==> src/rtl/mode_ctl_pkg.sv <==
package mode_ctl_pkg;
    localparam int MODE_W = 2;

    typedef enum logic [2:0] {
        S_RUN  = 3'd0,
        S_STEP = 3'd1,
        S_WAIT = 3'd2,
        S_STOP = 3'd3,
        S_DBG  = 3'd4
    } state_t;

    localparam logic [MODE_W-1:0] MD_RUN  = 2'b00;
    localparam logic [MODE_W-1:0] MD_WAIT = 2'b01;
    localparam logic [MODE_W-1:0] MD_STOP = 2'b10;
    localparam logic [MODE_W-1:0] MD_DBG  = 2'b11;
endpackage

==> src/rtl/mode_next.sv <==
module mode_next
    import mode_ctl_pkg::*;
#(
    parameter bit STOP_IRQ_WAKE = 1'b1
) (
    input  state_t state,
    input  logic   in_rst,
    input  logic   reset_req,
    input  logic   dbg_pin_low,
    input  logic   dbg_en,
    input  logic   ev_wait,
    input  logic   ev_stop,
    input  logic   ev_brk_op,
    input  logic   bkpt_hit,
    input  logic   irq_pend,
    input  logic   insn_done,
    input  logic   cmd_break,
    input  logic   cmd_go,
    input  logic   cmd_trace,
    input  logic   cmd_taggo,
    output state_t nxt,
    output logic   nxt_in_rst
);
    logic brk_any;

    always_comb begin
        brk_any    = cmd_break | ev_brk_op | bkpt_hit;
        nxt        = state;
        nxt_in_rst = 1'b0;
        if (reset_req) begin
            nxt        = S_RUN;
            nxt_in_rst = 1'b1;
        end else if (in_rst) begin
            nxt = dbg_pin_low ? S_DBG : S_RUN;
        end else begin
            unique case (state)
                S_RUN: begin
                    if (brk_any)      nxt = S_DBG;
                    else if (ev_stop) nxt = S_STOP;
                    else if (ev_wait) nxt = S_WAIT;
                end
                S_STEP: begin
                    if (brk_any || insn_done) nxt = S_DBG;
                end
                S_WAIT: begin
                    if (cmd_break)     nxt = S_DBG;
                    else if (irq_pend) nxt = S_RUN;
                end
                S_STOP: begin
                    if (cmd_break && dbg_en)           nxt = S_DBG;
                    else if (irq_pend && STOP_IRQ_WAKE) nxt = S_RUN;
                end
                S_DBG: begin
                    if (cmd_go || cmd_taggo) nxt = S_RUN;
                    else if (cmd_trace)      nxt = S_STEP;
                end
                default: nxt = S_RUN;
            endcase
        end
    end
endmodule

==> src/rtl/mode_outputs.sv <==
module mode_outputs
    import mode_ctl_pkg::*;
(
    input  logic              clk,
    input  logic              rst_n,
    input  state_t            state,
    input  state_t            nxt,
    input  logic              dbg_en,
    output logic              cpu_clk_en,
    output logic              osc_en,
    output logic              imask_clr,
    output logic [MODE_W-1:0] mode
);
    always_ff @(posedge clk or negedge rst_n) begin
        if (!rst_n) imask_clr <= 1'b0;
        else        imask_clr <= (nxt == S_WAIT) && (state != S_WAIT);
    end

    always_comb begin
        cpu_clk_en = 1'b1;
        osc_en     = 1'b1;
        mode       = MD_RUN;
        unique case (state)
            S_RUN, S_STEP: mode = MD_RUN;
            S_WAIT: begin
                mode       = MD_WAIT;
                cpu_clk_en = 1'b0;
            end
            S_STOP: begin
                mode       = MD_STOP;
                cpu_clk_en = 1'b0;
                osc_en     = dbg_en;
            end
            S_DBG:   mode = MD_DBG;
            default: mode = MD_RUN;
        endcase
    end
endmodule

==> src/rtl/mode_ctl.sv <==
module mode_ctl
    import mode_ctl_pkg::*;
#(
    parameter bit STOP_IRQ_WAKE = 1'b1
) (
    input  logic              clk,
    input  logic              rst_n,
    input  logic              reset_req,
    input  logic              dbg_pin_low,
    input  logic              dbg_en,
    input  logic              ev_wait,
    input  logic              ev_stop,
    input  logic              ev_brk_op,
    input  logic              bkpt_hit,
    input  logic              irq_pend,
    input  logic              insn_done,
    input  logic              cmd_break,
    input  logic              cmd_go,
    input  logic              cmd_trace,
    input  logic              cmd_taggo,
    output logic              cpu_clk_en,
    output logic              osc_en,
    output logic              imask_clr,
    output logic [MODE_W-1:0] mode
);
    state_t state, nxt;
    logic   in_rst, nxt_in_rst;

    mode_next #(.STOP_IRQ_WAKE(STOP_IRQ_WAKE)) u_next (
        .state(state), .in_rst(in_rst), .reset_req(reset_req),
        .dbg_pin_low(dbg_pin_low), .dbg_en(dbg_en),
        .ev_wait(ev_wait), .ev_stop(ev_stop), .ev_brk_op(ev_brk_op),
        .bkpt_hit(bkpt_hit), .irq_pend(irq_pend), .insn_done(insn_done),
        .cmd_break(cmd_break), .cmd_go(cmd_go), .cmd_trace(cmd_trace),
        .cmd_taggo(cmd_taggo), .nxt(nxt), .nxt_in_rst(nxt_in_rst)
    );

    always_ff @(posedge clk or negedge rst_n) begin
        if (!rst_n) begin
            state  <= S_RUN;
            in_rst <= 1'b1;
        end else begin
            state  <= nxt;
            in_rst <= nxt_in_rst;
        end
    end

    mode_outputs u_out (
        .clk(clk), .rst_n(rst_n), .state(state), .nxt(nxt), .dbg_en(dbg_en),
        .cpu_clk_en(cpu_clk_en), .osc_en(osc_en), .imask_clr(imask_clr),
        .mode(mode)
    );
endmodule

==> config.mk <==
export PLATFORM = sky130hd
export DESIGN_NAME = mode_ctl
export DESIGN_NICKNAME = d
export VERILOG_FILES = /design/src/rtl/mode_ctl_pkg.sv /design/src/rtl/mode_next.sv /design/src/rtl/mode_outputs.sv /design/src/rtl/mode_ctl.sv
export SDC_FILE = /design/constraint.sdc
export NUM_CORES = 1
export LEC_CHECK = 0
export ABC_AREA = 1
export BUFFER_PORTS_ARGS = -buffer_cell sky130_fd_sc_hd__buf_2
export CAP_MARGIN = 20
export CORE_UTILIZATION = 30
export DETAILED_ROUTE_END_ITERATION = 8
export GPL_TIMING_DRIVEN = 1
export SETUP_SLACK_MARGIN = 0.5
export SLEW_MARGIN = 30
export SYNTH_ARGS = -nofsm -noshare
export SYNTH_HDL_FRONTEND = slang
export SYNTH_HIERARCHICAL = 1
export SYNTH_SLANG_ARGS = --single-unit
==> constraint.sdc <==
create_clock -name clk -period 1.55 [get_ports clk]
set_input_delay 0.31 -clock clk [delete_from_list [all_inputs] [get_ports clk]]
set_output_delay 0.31 -clock clk [all_outputs]
set_load 0.02 [all_outputs]
==> results.yml, run 1 <==
status:
  run_status: "complete, no violations"
logic_synthesis:
  synth.distinct_cells: 16
  synth.top_cells.by_area: "dfrtp_1 25%, nand2_1 16%, nor2_1 14%"
  postSynthCellCount: 66
  avgSynthCellArea_sq_um: 6.03
  ys_seq_area_frac: 0.318
  synth_seq_cells: 5
  synth_top_area_share: 0.252
  synth_top_cell_by_area: "dfrtp_1"
  mappedNetlistNets: 81
  synth.yosys.warnings: 6
  syn_area_sq_um: 398
drt:
  routedWlPerCell_um: 9.67
  drc_errors: 0
  route.vias.total: 529
  route.antenna.remaining_nets: 0
  drt-vias-per-instance: 4.77
  postRouteWirelength_um: 1070
  first_pass_iters: 4
  drt_iter0_markers: 5
clock_network:
  clk_path_buf_depth: 2
  cts_clk_pin_slew_worst_paths_ns: 0.04
  cts_htree_levels: 1
  clk-insertion-delay-late_ns: 0.24
  cts_tree: "built"
  cts_made_buffers: 3
  cts_sinks: 5
  clock-root-buffer: "clkbuf_4"
die:
  placementRows: 12
  die-width_um: 38.4
  fp.dieH_um: 38.4
  fp.dieArea_sq_um: 1480
  top_level_ports: 20
  fp.coreArea_sq_um: 1170
  initial_utilization: 0.340
worst_setup_path:
  rr_startpoint: "state[1]"
  critical_path.endpoint_type: "output port"
  worst_path_max_fanout: 4
  timing.rr.end: "u_out/imask_clr"
  critical_path.cell_chain: "inv_1 > nand2_2 > o21ai_2 > buf_6"
  cp.required_ns: 1.24
  worstPathArrival_ns: 1.13
  setup.worst_path.start_class: "flop"
  max_stage_delay_ns: 0.40
  critical_path_class: "reg -> out"
  r2r_cells: 9
  reg2reg_setup_slack_ns: 0.17
  cpMaxStageDelayCell: "dfrtp_1"
cells_and_area:
  layout-area-overhead-vs-synth_pct: 67.6
  drive_above_1_share: 0.485
  antennaDiodeCount: 0
  design.final.nets: 113
  final_util: 0.569
pwr:
  switching_power_w: 0.000107
  comb_power_share: 0.263
  swShare: 0.274
  ir_worst_vdd_v: 0.000659
  static-leakage-power_nw: 0.340
  p_seq_frac: 0.366
  power_dens_cells_nw_per_um2: 584
  clockPowerShare: 0.372
  power_report.internal_total_w: 0.000283
timing:
  clock-skew-final_ns: 0.00475
  final-hold-violation-count: 0
  setup-violations-final: 0
  setup-tns-final_ns: 0
  final_min_period_over_clock_period: 0.926
  maxSlewViolCount: 0
  rsz0062_at_grt: "yes"
  maxClockFrequency_mhz: 697
  tightestPinTransition_ns: 0.178
  fin_crit_ns: 1.44
  max_slew_margin: 0.882
global_route:
  track_usage: 0.179
  grt_pass1_wl_um: 1770
  grt-ovfl-total: 0
  antenna_violations_before_repair: 0
  vias_in_the_first_global_route: 458
  grt_max_degree: 9
job:
  max_cap_viol_count: 0
hold_path:
  min_to: "in_rst"
  hold_depth: 1
  hold_path_origin: "reset_req"
  hold_path_class: "in -> reg"
placement:
  hpwl_um: 719
  place.gp.congestion: 0.761
  port_buffers: 19
cells in the final DEF, fill, tap and decap left out, types with 3 or more instances in the layout:
master    count
clkbuf_4      3
nor2_1       13
inv_1         7
buf_2        15
buf_4         7
buf_6         5
nand3_1       5
nand2_1      15
nor2_2        3
cell usage after synthesis:
cell type,count
nand2_1,17
nor2_1,15
inv_1,8
nand3_1,5
dfrtp_1,4
nor2_2,3
o21ai_0,3
a21oi_1,2
nand4_1,2
buf_4,1
dfstp_2,1
inv_2,1
nand2_2,1
nand3b_1,1
nor3_2,1
o21ai_1,1
state kept, by name, indices dropped and copies added, names as in the netlist:
name	cells
in_rst	1
state	3
u_out/imask_clr	1
repair_timing:
action                                  CTS  global route
endpoints found under the hold margin     4             0
hold buffers                              1             0
gates cloned                              0             0
setup buffers                             7             1
endpoints found under the setup margin    9             9
gates resized for setup                  17             3
pin swaps                                 9             2
metrics by stage:
| stage | std cells | hold WS, ns | total power [W] | setup WS (ns) | cell area [sq um] |
|---|---|---|---|---|---|
| after floorplan | 66 | 0.0144 | 0.000190 | 0.311 | 412 |
| after global placement | 98 | 0.128 | 0.000221 | 0.145 | 517 |
| after detailed placement | 98 | 0.128 | 0.000222 | 0.135 | 517 |
| after CTS | 110 | 0.189 | 0.000397 | 0.125 | 653 |
| after global routing | 111 | 0.196 | 0.000416 | 0.0346 | 667 |
| final | 111 | 0.199 | 0.000389 | 0.114 | 667 |
worst max-delay path by stage:
stage,startpoint,endpoint,depth (start not counted)
5_1_grt,state[0],u_out/imask_clr,10
2_1_floorplan,state[0],u_out/imask_clr,10
3_3_place_gp,state[0],u_out/imask_clr,10
6_report,state[2],mode[0],4
4_1_cts,state[0],mode[0],4
3_5_place_dp,state[2],u_out/imask_clr,10
power groups by stage:
stage                     combinational, W  clock [W]  sequential (W)
after detailed placement         0.0000765          0        0.000146
after global placement           0.0000757          0        0.000146
after floorplan                  0.0000454          0        0.000145
after global routing              0.000114   0.000159        0.000143
final                             0.000102   0.000145        0.000142
after CTS                        0.0000997   0.000155        0.000142
worst max-delay path, delay by kind of cell (launching register included):
kind                   cells  cell delay [ns]
and+or+nand+nor            1             0.10
buffers and inverters      2             0.26
DFF                        1             0.40
AOI/OAI and AO/OA          1             0.13
layer usage:
layer | track usage | up-vias | share of wire
met1 | 0.209 | 227 | 0.44
met4 | 0.0690 | 0 | 0.035
met2 | 0.284 | 25 | 0.46
li1 | - | 271 | -
met3 | 0.0814 | 6 | 0.069
met5 | 0 | - | 0
cell families (layout without fill, tap and decap cells):
kind of cell           Yosys count  in the layout  synth area share
AOI/OAI and AO/OA                6              6            0.0754
buffers and inverters           10             41             0.104
DFF                              5              5             0.318
and+or+nand+nor                 45             45             0.503
final cells by class:
class	instances	area [sq um]
Inverter	9	33.8
Timing Repair Buffer	28	194
Clock buffer	4	26.3
Sequential cell	5	129
Multi-Input combinational cell	51	267
Tap cell	14	17.5
Fill cell	118	504
No activity file was read; power rests on OpenSTA's default activity.
==> run 2: changes to the inputs <==
Settings changed: CTS_BUF_LIST set to sky130_fd_sc_hd__clkbuf_8 sky130_fd_sc_hd__clkbuf_16, PLACE_DENSITY_LB_ADDON set to 0.05.
==> results.yml, run 2 (synthesis results as in run 1) <==
drt:
  routedWlPerCell_um: 9.65
  postRouteWirelength_um: 1090
  route.vias.total: 506
  drc_errors: 0
  drt_iter0_markers: 11
  drt-vias-per-instance: 4.48
  route.antenna.remaining_nets: 0
  first_pass_iters: 4
worst_setup_path:
  cp.required_ns: 1.24
  critical_path.most_common_cell: "buf_6"
  critical_path.endpoint_type: "output port"
  worst_path_max_fanout: 3
  reg2reg_setup_slack_ns: 0.16
  setup.worst_path.start_class: "flop"
  critical_path.endpoint: "mode[0]"
  critPathBufInv: 3
  cpMaxStageDelayCell: "dfrtp_1"
  critical_path.cell_chain: "buf_6 > inv_4 > nand2_4 > o21ai_2 > buf_6"
  rr_startpoint: "state[1]"
  worstPathArrival_ns: 1.12
  r2r_cells: 11
  critical_path_class: "reg -> out"
  timing.rr.end: "u_out/imask_clr"
  max_stage_delay_ns: 0.39
  startpoint: "state[2]"
  critical_path_depth: 5
  cell_family_with_most_cp_delay: "flip-flops"
clock_network:
  clk_path_buf_depth: 2
  clock-root-buffer: "clkbuf_8"
  clk-insertion-delay-late_ns: 0.22
  cts_htree_levels: 1
  cts_clk_pin_slew_worst_paths_ns: 0.03
  cts_tree: "built"
  cts_made_buffers: 3
  cts_sinks: 5
timing:
  whs_ns: 0.218
  max_slew_margin: 0.875
  setup-violations-final: 0
  final_critical_path_setup_slack_ns: 0.115
  setup-tns-final_ns: 0
  final_min_period_over_clock_period: 0.926
  rsz0062_at_grt: "yes"
  tightestPinTransition_ns: 0.186
  maxClockFrequency_mhz: 697
  maxSlewViolCount: 0
  clock-skew-final_ns: 0.00356
  fin_crit_ns: 1.43
  final-hold-violation-count: 0
pwr:
  power_dens_cells_nw_per_um2: 665
  static-leakage-power_nw: 0.379
  ir_worst_vdd_v: 0.000912
global_route:
  track_usage: 0.170
  use_met2: 0.284
  global_route.usage.met3: 0.0698
  vias_in_the_first_global_route: 433
  grt_pass1_wl_um: 1700
  grt-ovfl-total: 0
  antenna_violations_before_repair: 0
  grt_max_degree: 7
  top_usage_layer: "met2"
  met1_usage: 0.209
status:
  run_status: "complete, no violations"
cells_and_area:
  regMostFlops: "state"
  design.final.nets: 115
  largest_reg_flops: 3
  post_layout_nonfiller_instances: 113
  multi_input_comb_area_sq_um: 283
  design_area_sq_um: 741
  layout-area-overhead-vs-synth_pct: 86.2
  drive_above_1_share: 0.505
  register_area_sq_um: 129
  antennaDiodeCount: 0
  layout.cells.most_common: "buf_2"
  fillerInstances: 111
  final_cell_mix: "14 x buf_2, 13 x nand2_1, 13 x nor2_1"
  top_regs: "state x3, in_rst x1, u_out/imask_clr x1"
job:
  max_cap_viol_count: 0
hold_path:
  hold_path_class: "in -> reg"
placement:
  hpwl_um: 741
  place.gp.congestion: 0.748
  port_buffers: 19
  pre_cts_ws_ns: 0.152
  postPlaceCellArea_sq_um: 524
  dpl.cell_count: 99
die:
  die-width_um: 38.4
  fp.dieArea_sq_um: 1480
  initial_utilization: 0.340
  placementRows: 12
  fp.dieH_um: 38.4
  top_level_ports: 20
  fp.coreArea_sq_um: 1170
## run 2: cell count changes in the layout (fill, tap and decap cells not counted), sizes merged
| cell | delta |
|---|---|
| buf | +2 |
| clkbuf | -1 |
| inv | +1 |
## run 2: final cells by class
| cell class | count | area share |
|---|---|---|
| Multi-Input combinational cell | 51 | 0.382 |
| Inverter | 9 | 0.0591 |
| Tap cell | 14 | 0.0236 |
| Timing Repair Buffer | 30 | 0.301 |
| Sequential cell | 5 | 0.174 |
| Clock buffer | 3 | 0.0557 |
| Clock inverter | 1 | 0.00507 |
## run 2: per-stage QoR
step / utilization / total power (W)
floorplan: - / 0.000190
global placement: 0.448 / 0.000226
detailed placement: 0.448 / 0.000227
CTS: 0.581 / 0.000486
global route: 0.632 / 0.000520
finish: 0.632 / 0.000493
## run 2: what timing repair did
action | 4_1_cts | 5_1_grt
buffers inserted | 9 | 0
endpoints found under the hold margin | 4 | 0
hold buffers | 1 | 0
gates resized for setup | 16 | 17
pin swaps | 6 | 10
endpoints found under the setup margin | 8 | 9
## run 2: how the worst min path moves through the flow
stage	depth (start not counted)	from	slack, ns	end
3_3_place_gp	1	rst_n	0.13	u_out/imask_clr
3_5_place_dp	1	rst_n	0.13	u_out/imask_clr
4_1_cts	1	reset_req	0.21	in_rst
5_1_grt	1	reset_req	0.21	in_rst
2_1_floorplan	0	rst_n	0.01	state[0]
6_report	1	reset_req	0.22	in_rst
## run 2: where the power goes
group          internal [W]  switching, W
clock              0.000169     0.0000576
sequential         0.000137    0.00000540
combinational     0.0000603     0.0000628
total              0.000367      0.000126
## run 2: per-layer routing
layer	vias up	part of all wire	wire length, um
met5	-	0	0
met4	0	0	0
met3	0	0.042	46
met2	16	0.49	532
met1	219	0.47	510
li1	271	-	-
## run 2: worst reg2reg max path, cell delays in order (launching register included)
cell and delay, ns:
dfrtp_2 0.46, buf_6 0.16, inv_1 0.04, nand2_1 0.05, nor2_1 0.04, a21oi_1 0.12
nand3_1 0.11, nand2_1 0.07, nand2_1 0.06, nor2_1 0.09, nand2_1 0.07, nor2_2 0.07
